## config.mk

```make
export PLATFORM = sky130hd
export DESIGN_NAME = chip_select_decoder
export DESIGN_NICKNAME = d
export VERILOG_FILES = /design/src/rtl/csd_pkg.sv /design/src/rtl/csd_ctrl_regs.sv /design/src/rtl/csd_region_match.sv /design/src/rtl/csd_speed_lookup.sv /design/src/rtl/chip_select_decoder.sv
export SDC_FILE = /design/constraint.sdc
export NUM_CORES = 1
export LEC_CHECK = 0
export BUFFER_PORTS_ARGS = -buffer_cell sky130_fd_sc_hd__buf_4
export CORE_MARGIN = 4
export CORE_UTILIZATION = 48
export CTS_CLUSTER_DIAMETER = 40
export DETAILED_ROUTE_END_ITERATION = 8
export PLACE_DENSITY = 0.83
export SLEW_MARGIN = 5
export SYNTH_ARGS = -nofsm -noshare
export SYNTH_HDL_FRONTEND = slang
export SYNTH_SLANG_ARGS = --single-unit
```

## constraint.sdc

```tcl
create_clock -name clk -period 3.5 [get_ports clk]
set_clock_uncertainty 0.1 [all_clocks]
set_input_delay 0.7 -clock clk [delete_from_list [all_inputs] [get_ports clk]]
set_output_delay 0.7 -clock clk [all_outputs]
set_load 0.03 [all_outputs]
```

## src/rtl/csd_pkg.sv

```systemverilog
package csd_pkg;
  localparam int NUM_CS   = 8;
  localparam int TGT_W    = 4;
  localparam int IRAM_TGT = NUM_CS;

  typedef enum logic [1:0] {
    SPD_FAST = 2'b00,
    SPD_QTR  = 2'b01,
    SPD_SLOW = 2'b10
  } spd_e;

  // speed control register bit positions
  localparam int SC_SLOW_ALL = 1;
  localparam int SC_IRAM_OFF = 2;
  localparam int SC_COMMON   = 3;
  localparam int SC_REGION0  = 4;  // bits 4..7 -> cs 4..7
  // bus control register bit positions
  localparam int BC_ROM_EN   = 7;

  localparam logic [7:0] BUS_RST = 8'h80;
  localparam logic [7:0] SPD_RST = 8'h02;
endpackage

```

## src/rtl/csd_ctrl_regs.sv

```systemverilog
module csd_ctrl_regs
  import csd_pkg::*;
#(
  parameter int DATA_W = 8
) (
  input  logic              clk,
  input  logic              rst_n,
  input  logic              wr,
  input  logic              sel,
  input  logic [DATA_W-1:0] wdata,
  output logic              rom_en,
  output logic              iram_en,
  output logic              slow_all,
  output logic              common_qtr,
  output logic [3:0]        region_qtr
);
  logic [DATA_W-1:0] bus_q, spd_q;

  always_ff @(posedge clk or negedge rst_n) begin
    if (!rst_n) begin
      bus_q <= DATA_W'(BUS_RST);
      spd_q <= DATA_W'(SPD_RST);
    end else if (wr) begin
      if (sel) spd_q <= wdata;
      else     bus_q <= wdata;
    end
  end

  assign rom_en     = bus_q[BC_ROM_EN];
  assign iram_en    = ~spd_q[SC_IRAM_OFF];
  assign slow_all   = spd_q[SC_SLOW_ALL];
  assign common_qtr = spd_q[SC_COMMON];
  assign region_qtr = spd_q[SC_REGION0 +: 4];
endmodule

```

## src/rtl/csd_region_match.sv

```systemverilog
module csd_region_match
  import csd_pkg::*;
#(
  parameter int ADDR_W = 24
) (
  input  logic [ADDR_W-1:0] addr,
  input  logic              iram_en,
  input  logic              rom_en,
  output logic [TGT_W-1:0]  tgt
);
  localparam int BANK_LO = ADDR_W - 8;

  logic [7:0]  bank;
  logic [15:0] off;
  logic        bank0;

  assign bank  = addr[ADDR_W-1:BANK_LO];
  assign off   = addr[15:0];
  assign bank0 = (bank == 8'h00);

  // fixed precedence, highest first
  always_comb begin
    if      (bank0 && off[15:6] == 10'h37E)       tgt = TGT_W'(IRAM_TGT); // DF80-DFBF
    else if (bank0 && off[15:5] == 11'h6F8)       tgt = TGT_W'(0);        // DF00-DF1F
    else if (bank0 && off[15:6] == 10'h37F)       tgt = TGT_W'(1);        // DFC0-DFFF
    else if (bank0 && off[15:8] == 8'hDF)         tgt = TGT_W'(2);        // rest of page DF
    else if (bank0 && off[15:9] == 7'd0 && iram_en) tgt = TGT_W'(IRAM_TGT);
    else if (bank0 && !off[15])                   tgt = TGT_W'(3);
    else if (bank0 && rom_en)                     tgt = TGT_W'(4);
    else if (bank < 8'h40)                        tgt = TGT_W'(5);
    else if (bank < 8'hC0)                        tgt = TGT_W'(6);
    else                                          tgt = TGT_W'(7);
  end
endmodule

```

## src/rtl/csd_speed_lookup.sv

```systemverilog
module csd_speed_lookup
  import csd_pkg::*;
(
  input  logic [TGT_W-1:0] tgt,
  input  logic             slow_all,
  input  logic             common_qtr,
  input  logic [3:0]       region_qtr,
  output spd_e             spd
);
  logic qtr;

  always_comb begin
    case (tgt)
      TGT_W'(4): qtr = region_qtr[0];
      TGT_W'(5): qtr = region_qtr[1];
      TGT_W'(6): qtr = region_qtr[2];
      TGT_W'(7): qtr = region_qtr[3];
      default:   qtr = common_qtr;
    endcase
    if (slow_all) spd = SPD_SLOW;
    else          spd = qtr ? SPD_QTR : SPD_FAST;
  end
endmodule

```

## src/rtl/chip_select_decoder.sv

```systemverilog
module chip_select_decoder
  import csd_pkg::*;
#(
  parameter int ADDR_W = 24,
  parameter int DATA_W = 8
) (
  input  logic              clk,
  input  logic              rst_n,
  input  logic [ADDR_W-1:0] addr,
  input  logic              addr_valid,
  input  logic              reg_wr,
  input  logic              reg_sel,
  input  logic [DATA_W-1:0] reg_wdata,
  output logic              sel_valid,
  output logic [NUM_CS-1:0] cs_n,
  output logic              iram_sel,
  output logic [1:0]        spd
);
  logic             rom_en, iram_en, slow_all, common_qtr;
  logic [3:0]       region_qtr;
  logic [TGT_W-1:0] tgt;
  spd_e             spd_d;
  logic [NUM_CS-1:0] cs_d;

  csd_ctrl_regs #(.DATA_W(DATA_W)) u_regs (
    .clk(clk), .rst_n(rst_n), .wr(reg_wr), .sel(reg_sel), .wdata(reg_wdata),
    .rom_en(rom_en), .iram_en(iram_en), .slow_all(slow_all),
    .common_qtr(common_qtr), .region_qtr(region_qtr)
  );

  csd_region_match #(.ADDR_W(ADDR_W)) u_match (
    .addr(addr), .iram_en(iram_en), .rom_en(rom_en), .tgt(tgt)
  );

  csd_speed_lookup u_speed (
    .tgt(tgt), .slow_all(slow_all), .common_qtr(common_qtr),
    .region_qtr(region_qtr), .spd(spd_d)
  );

  for (genvar g = 0; g < NUM_CS; g++) begin : g_cs
    assign cs_d[g] = addr_valid && (tgt == TGT_W'(g));
  end

  always_ff @(posedge clk or negedge rst_n) begin
    if (!rst_n) begin
      sel_valid <= 1'b0;
      cs_n      <= '1;
      iram_sel  <= 1'b0;
      spd       <= SPD_FAST;
    end else begin
      sel_valid <= addr_valid;
      cs_n      <= ~cs_d;
      iram_sel  <= addr_valid && (tgt == TGT_W'(IRAM_TGT));
      spd       <= addr_valid ? spd_d : SPD_FAST;
    end
  end

  // ---------------- assertions ----------------
  p_valid_delay_r1: assert property (@(posedge clk) disable iff (!rst_n)
    1'b1 |-> sel_valid == $past(addr_valid && rst_n));

  p_idle_quiet_r1: assert property (@(posedge clk) disable iff (!rst_n)
    !sel_valid |-> (cs_n == '1 && !iram_sel && spd == SPD_FAST));

  p_one_select_r2: assert property (@(posedge clk) disable iff (!rst_n)
    sel_valid |-> $countones({~cs_n, iram_sel}) == 1);

  p_io_ram_window_r8: assert property (@(posedge clk) disable iff (!rst_n)
    (addr_valid && addr[ADDR_W-1:6] == (ADDR_W-6)'(24'h00DF80 >> 6)) |=> iram_sel);

  p_rom_gate_r6: assert property (@(posedge clk) disable iff (!rst_n)
    (addr_valid && !rom_en && addr[ADDR_W-1:15] == '0 + (ADDR_W-15)'(1)) |=> cs_n[4]);

  p_force_slow_r10: assert property (@(posedge clk) disable iff (!rst_n)
    (sel_valid && $past(slow_all)) |-> spd == SPD_SLOW);
endmodule

```

Word level (Yosys, flattened, before mapping):

Index checks and enable logic that the tools add are counted.

* register bits after elaboration: 28
* input port bits: 37
* output and inout port bits: 12
* logic and storage cells: 59

* $lt $le $gt $ge: 2
* equality and inequality tests: 12
* multiplexer cells: 13
* bitwise gates (word level): 3
* reductions and logical operators: 23

Operator list (count)
* 4-bit 2-to-1 mux: 8
* 10-bit equality test (second input constant): 2
* 1-bit logical AND: 17
* 4-bit by 3-bit equality test with 1-bit output (second input constant): 4
* 11-bit equality test (second input constant): 1
* 4-bit by 2-bit equality test with 1-bit output (second input constant): 2
* 8-bit equality test (second input constant): 1
* 8-bit zero test: 1
* 8-bit by 7-bit less-than comparator with 1-bit output (second input constant): 1
* 8-bit less-than comparator (second input constant): 1
* 8-bit inverter: 1
* 7-bit zero test: 1
* 4-bit by 1-bit equality test with 1-bit output (second input constant): 1
* 4-bit equality test (second input constant): 1
* 4-bit zero test: 1
* 2-bit 2-to-1 mux: 2
* 1-bit one-hot mux with 4 select lines: 1
* 2-bit AND reduction: 2
* 1-bit 2-to-1 mux: 2
* 1-bit inverter: 2
* 1-bit zero test: 1

Longest topological paths before layout:

* word-level depth: 15
* depth in mapped cells: 7
* gate-level depth less buffers: 7

Cells and area by module:

From an unflattened synthesis, not the netlist that was laid out.

* cells, all modules: 82
* area, all modules: 996.0 um2

Modules (own cells, without submodules)
* chip_select_decoder: instances 1, cells an instance 27, area an instance 410.4 um2, sequential area each 310.3 um2
* csd_ctrl_regs: instances 1, cells an instance 23, area an instance 370.4 um2, sequential area each 202.7 um2
* csd_region_match: instances 1, cells an instance 27, area an instance 165.2 um2, sequential area each 0.0 um2
* csd_speed_lookup: instances 1, cells an instance 5, area an instance 50.0 um2, sequential area each 0.0 um2

Worst setup path before layout:

OpenSTA, ideal clock, no wires.

* path type: input -> register
* start: input addr[22]
* end: register spd[0]
* library setup time: 0.094 ns
* arrival time: 2.422 ns
* data required time: 3.306 ns
* setup slack: 0.885 ns
* stages: 7
* path buffers: 0
* path through: inv_1 -> ha_1 -> or4b_4 -> or4_4 -> o211ai_4 -> a21oi_1 -> a221oi_2

* word-level cells in the longest chain between the ends: 15
* elaborated cells on any way between the ends: 28
* those cells by class: order compare (2); eq/ne (4); mux (13); reduce/logical (9)

RTL lines
* from (decl): RTL line chip_select_decoder.sv:9 `input logic [ADDR_W-1:0] addr,`
* 8-bit less-than comparator: RTL line csd_region_match.sv:31 `else if (bank < 8'hC0) tgt = TGT_W'(6);`
* 1-bit 2-to-1 mux: RTL line csd_region_match.sv:31
* 4-bit 2-to-1 mux: RTL line csd_region_match.sv:30 `else if (bank < 8'h40) tgt = TGT_W'(5);`
* 4-bit 2-to-1 mux: RTL line csd_region_match.sv:29 `else if (bank0 && rom_en) tgt = TGT_W'(4);`
* 4-bit 2-to-1 mux: RTL line csd_region_match.sv:28 `else if (bank0 && !off[15]) tgt = TGT_W'(3);`
* 4-bit 2-to-1 mux: RTL line csd_region_match.sv:27 `else if (bank0 && off[15:9] == 7'd0 && iram_en) tgt = TGT_W'(IRAM_TGT);`
* 4-bit 2-to-1 mux: RTL line csd_region_match.sv:26 `else if (bank0 && off[15:8] == 8'hDF) tgt = TGT_W'(2);`
* 4-bit 2-to-1 mux: RTL line csd_region_match.sv:25 `else if (bank0 && off[15:6] == 10'h37F) tgt = TGT_W'(1);`
* 4-bit 2-to-1 mux: RTL line csd_region_match.sv:24 `else if (bank0 && off[15:5] == 11'h6F8) tgt = TGT_W'(0);`
* 4-bit 2-to-1 mux *: RTL line csd_region_match.sv:23 `if (bank0 && off[15:6] == 10'h37E) tgt = TGT_W'(IRAM_TGT);`
* 4-bit by 3-bit equality test with 1-bit output: RTL line csd_speed_lookup.sv:13 `case (tgt)`
* 1-bit one-hot mux with 4 select lines *: RTL line csd_speed_lookup.sv:13
* 1-bit 2-to-1 mux *: RTL line csd_speed_lookup.sv:21 `else spd = qtr ? SPD_QTR : SPD_FAST;`
* 2-bit 2-to-1 mux *: RTL line csd_speed_lookup.sv:20 `if (slow_all) spd = SPD_SLOW;`
* 2-bit 2-to-1 mux *: RTL line chip_select_decoder.sv:54 `spd <= addr_valid ? spd_d : SPD_FAST;`
* to (signal assigned): RTL line chip_select_decoder.sv:54
* to (decl): RTL line chip_select_decoder.sv:17 `output logic [1:0] spd`

Every way passes the cells marked *; elsewhere a longest branch is shown, timed or not.
A chain may end at the register's enable or synchronous reset.

Final worst setup path:

Same ends and word-level chain as after synthesis.

==> flow_results.org <==
** Outcome
- Outcome :: finished clean

** Synthesis
- After synthesis, the mean cell area works out to 11.8 sq um.
- Part of the Yosys area used for sequential elements :: 51.2%
- Number of enable flip-flop cells after synthesis :: 0
- Post-synth ARST share :: 100%
- In the synthesized netlist, the number of instances is 85.
- Share of the synthesized area in the top cell type :: 26.3%
- Post-synthesis instance area :: 1000 sq um
- Syn Nets :: 123
- For this run, the number of Yosys warnings is 0.
- By area the synthesized netlist is led by sky130_fd_sc_hd__dfstp_2 (26%), sky130_fd_sc_hd__dfrtp_1 (25%), sky130_fd_sc_hd__mux2_2 (9.0%), sky130_fd_sc_hd__nand2_1 (2.6%), sky130_fd_sc_hd__nand4b_4 (2.4%).
- Top flip-flop cell by instance count after synthesis :: sky130_fd_sc_hd__dfstp_2
- Synth cell count leaders :: sky130_fd_sc_hd__dfrtp_1 (10), sky130_fd_sc_hd__dfstp_2 (10), sky130_fd_sc_hd__mux2_2 (8), sky130_fd_sc_hd__nand2_1 (7)
- FF+latch count, synth :: 20
- Cell type contributing the most total cell area after synthesis :: sky130_fd_sc_hd__dfstp_2
- Yosys mapped the design onto 36 distinct sky130hd cell types.

** Clocking
- For the worst-skew pair, the clock arrives at the later sink with an insertion delay of 0.31 ns.
- The number of setup buffers added after CTS is 0.
- The clock drives 20 sinks.
- Maximum number of buffers from clock root to sink :: 2
- After clock tree synthesis, the repair step resized 0 gates.
- Hold buffer count at cts :: 0
- The tree is rooted in a sky130_fd_sc_hd__clkbuf_4.
- After clock tree synthesis, the clock-pin slew on the worst setup and hold paths is 0.11 ns.
- Number of levels in the clock H-tree :: 1
- TritonCTS clock tree :: yes
- Total CTS buffers :: 3

** Setup path
- Setup CP Type :: in2reg
- Buf+Inv Stages, Crit Path :: 2
- Worst Path Max Fanout :: 6
- Largest delay contributor family on the critical path :: simple AND/OR/NAND/NOR gates
- Walking the worst path, the cells encountered are buf_4 > inv_1 > ha_1 > or4b_4 > nor4_2 > nand3_2 > a21bo_2 > a221oi_2.
- Among all stages on the critical path, the largest delay is contributed by sky130_fd_sc_hd__or4b_4.
- Max incr delay on CP :: 0.52 ns
- Number of cells on the critical path :: 8
- Critical path required time :: 3.63 ns
- Sort of element at the end of the critical path :: flip-flop
- Critical path launch point :: addr[22]
- CP Data Arrival Time :: 2.70 ns
- Worst flop-to-flop path startpoint :: u_regs.spd_q[2]
- The worst register-to-register path has a depth of 5.
- Setup crit start kind :: primary input

** Global routing
- The number of antenna violations at the first check in global routing came to 0.
- Wire length of the first global-routing pass :: 3760 microns
- Global routing finished with a remaining overflow of 0.
- Largest net degree at the start of global routing :: 21
- Via count of the first global-routing pass :: 888
- GRT Util Overall :: 18.1%

** Finish
- For this run, the number of standard cells in the final layout without fillers is 158.
- Fillcell total :: 159
- Share of layout cells above drive strength 1 :: 55.7%
- Area growth from synthesis to layout :: 40.1%
- Antenna diode count :: 0
- Net count reported at finish :: 170

** STA
- Number of setup violations in the final report :: 0
- Setup TNS :: 0 ns
- The final count of hold timing violations came to 0.
- Setup repair after global routing left no endpoint under its margin.
- At the pin with the least slew margin, the transition time is 0.468 ns.
- The number of pins with negative max-slew slack in the final report is 0.
- Worst setup slack after layout :: 0.931 ns
- Peak Freq :: 389 MHz
- Worst relative slew slack :: 68.5%
- Post-layout min period :: 2.57 ns
- The final critical path takes up 73.4% of the cycle.

** Route
- Routed Antenna Nets :: 0
- Wire length after detailed routing :: 2220 microns
- Drt first pass iters :: 4
- Via density per instance :: 5.53
- Routed WL per cell :: 14.1 microns
- For this block, the initial DRC count from the detailed router was 8.
- Via total after detailed routing :: 873
- DRC Markers :: 0

** Pwr
- Cell area power density :: 396 nW/um^2
- The internal portion of the total power is 425 uW.
- Switching portion of total power :: 23.5%
- Leakage component of the power :: 0.613 nW
- Combinational fraction of design power :: 18.6%
- The clock network accounts for 33.9% of the total power.
- Per report_power, the sequential group accounts for 47.5% of the total.
- For this design the total switching power over the nets is 130 uW.
- VDD sags by at most 0.000284 V.

** Floorplanning
- From left edge to right edge, the die measures 53.7 microns.
- Core Box Area :: 1960 sq um
- Initial Utilization :: 51.0%
- Top-level port count :: 49
- Die footprint :: 2880 sq um
- Floorplan die height :: 53.7 microns
- After floorplanning, the core was divided into 16 placement rows.

** Min path
- The tightest min-delay check is of the in2async type.

** Place
- OpenSTA, run right after detailed placement, puts the worst setup slack at 0.600 ns.
- Placed insts :: 154
- The congestion estimate from routability-driven global placement came to 0.884.
- Detailed placement ended at an HPWL of 1800 microns.
- Number of port buffers :: 42

** Flow run
- Max Cap Viol :: 0
-- layout by cell type, fill, tap and decap left out, types with 2 or more instances in the layout --
cell	n
sky130_fd_sc_hd__o21ai_0	3
sky130_fd_sc_hd__nor4_1	2
sky130_fd_sc_hd__nor2_1	4
sky130_fd_sc_hd__nand2_1	7
sky130_fd_sc_hd__nand4_1	3
sky130_fd_sc_hd__nand3_1	3
sky130_fd_sc_hd__buf_4	42
sky130_fd_sc_hd__clkbuf_4	3
sky130_fd_sc_hd__and2_1	2
sky130_fd_sc_hd__dfstp_2	10
sky130_fd_sc_hd__a21oi_1	3
sky130_fd_sc_hd__dfrtp_1	10
sky130_fd_sc_hd__mux2_2	8
sky130_fd_sc_hd__inv_1	4
sky130_fd_sc_hd__nor3_1	3
-- through the flow --
stage	utilization [%]	area [sq um]	power (mW)	hold slack, ns
6_report	71.5	1400	0.555	0.141
5_1_grt	71.5	1400	0.580	0.148
4_1_cts	71.5	1400	0.561	0.140
3_5_place_dp	68.8	1350	0.371	0.387
3_3_place_gp	68.8	1350	0.367	0.383
2_1_floorplan	-	1000	0.318	0.304
-- layer usage --
layer	global-route usage (%)	share of wire, %
met1	20.1	36
met2	33.5	53
met3	3.32	9.2
met4	7.66	1.8
met5	0	0
-- power by group through the flow --
stage | logic, mW | clock network [mW] | registers (mW)
after detailed placement | 0.103 | 0 | 0.268
after global routing | 0.113 | 0.202 | 0.266
after floorplan | 0.0416 | 0 | 0.276
final | 0.103 | 0.188 | 0.264
after global placement | 0.0999 | 0 | 0.267
after CTS | 0.104 | 0.193 | 0.263
-- logic make-up after synthesis --
logic type | Yosys count | synth area share, %
AO/OA/AOI/OAI | 17 | 13.6
adder cells (fa/ha/maj) | 1 | 1.25
buffers and inverters | 4 | 1.50
flip-flops | 20 | 51.2
multiplexers | 8 | 9.00
AND/OR/NAND/NOR | 35 | 23.4
-- layout make-up --
type	count	area, sq um	share of cell area, %
sequential	20	513	36.6
clock buffer	3	22.5	1.61
tap	27	33.8	2.41
multi-input combinational	61	473	33.7
clock inverter	1	30.0	2.14
inverter	4	15.0	1.07
timing repair buffer	42	315	22.5
-- worst paths after layout --
path / endpoint / slack, ns
max in group asynchronous: u_regs.bus_q[7] / 2.90
max: spd[0] / 0.93
max reg2reg: spd[0] / 1.82
min in group clk: u_regs.spd_q[7] / 0.42
min reg2reg: u_regs.spd_q[7] / 0.42
min: iram_sel / 0.14
-- registers in the layout, summed over array words and instances, names as in the netlist --
| name | cells |
|---|---|
| sel_valid | 1 |
| spd | 2 |
| u_regs.spd_q | 7 |
| cs_n | 8 |
| iram_sel | 1 |
| u_regs.bus_q | 1 |
No activity file was read; power rests on OpenSTA's default activity.
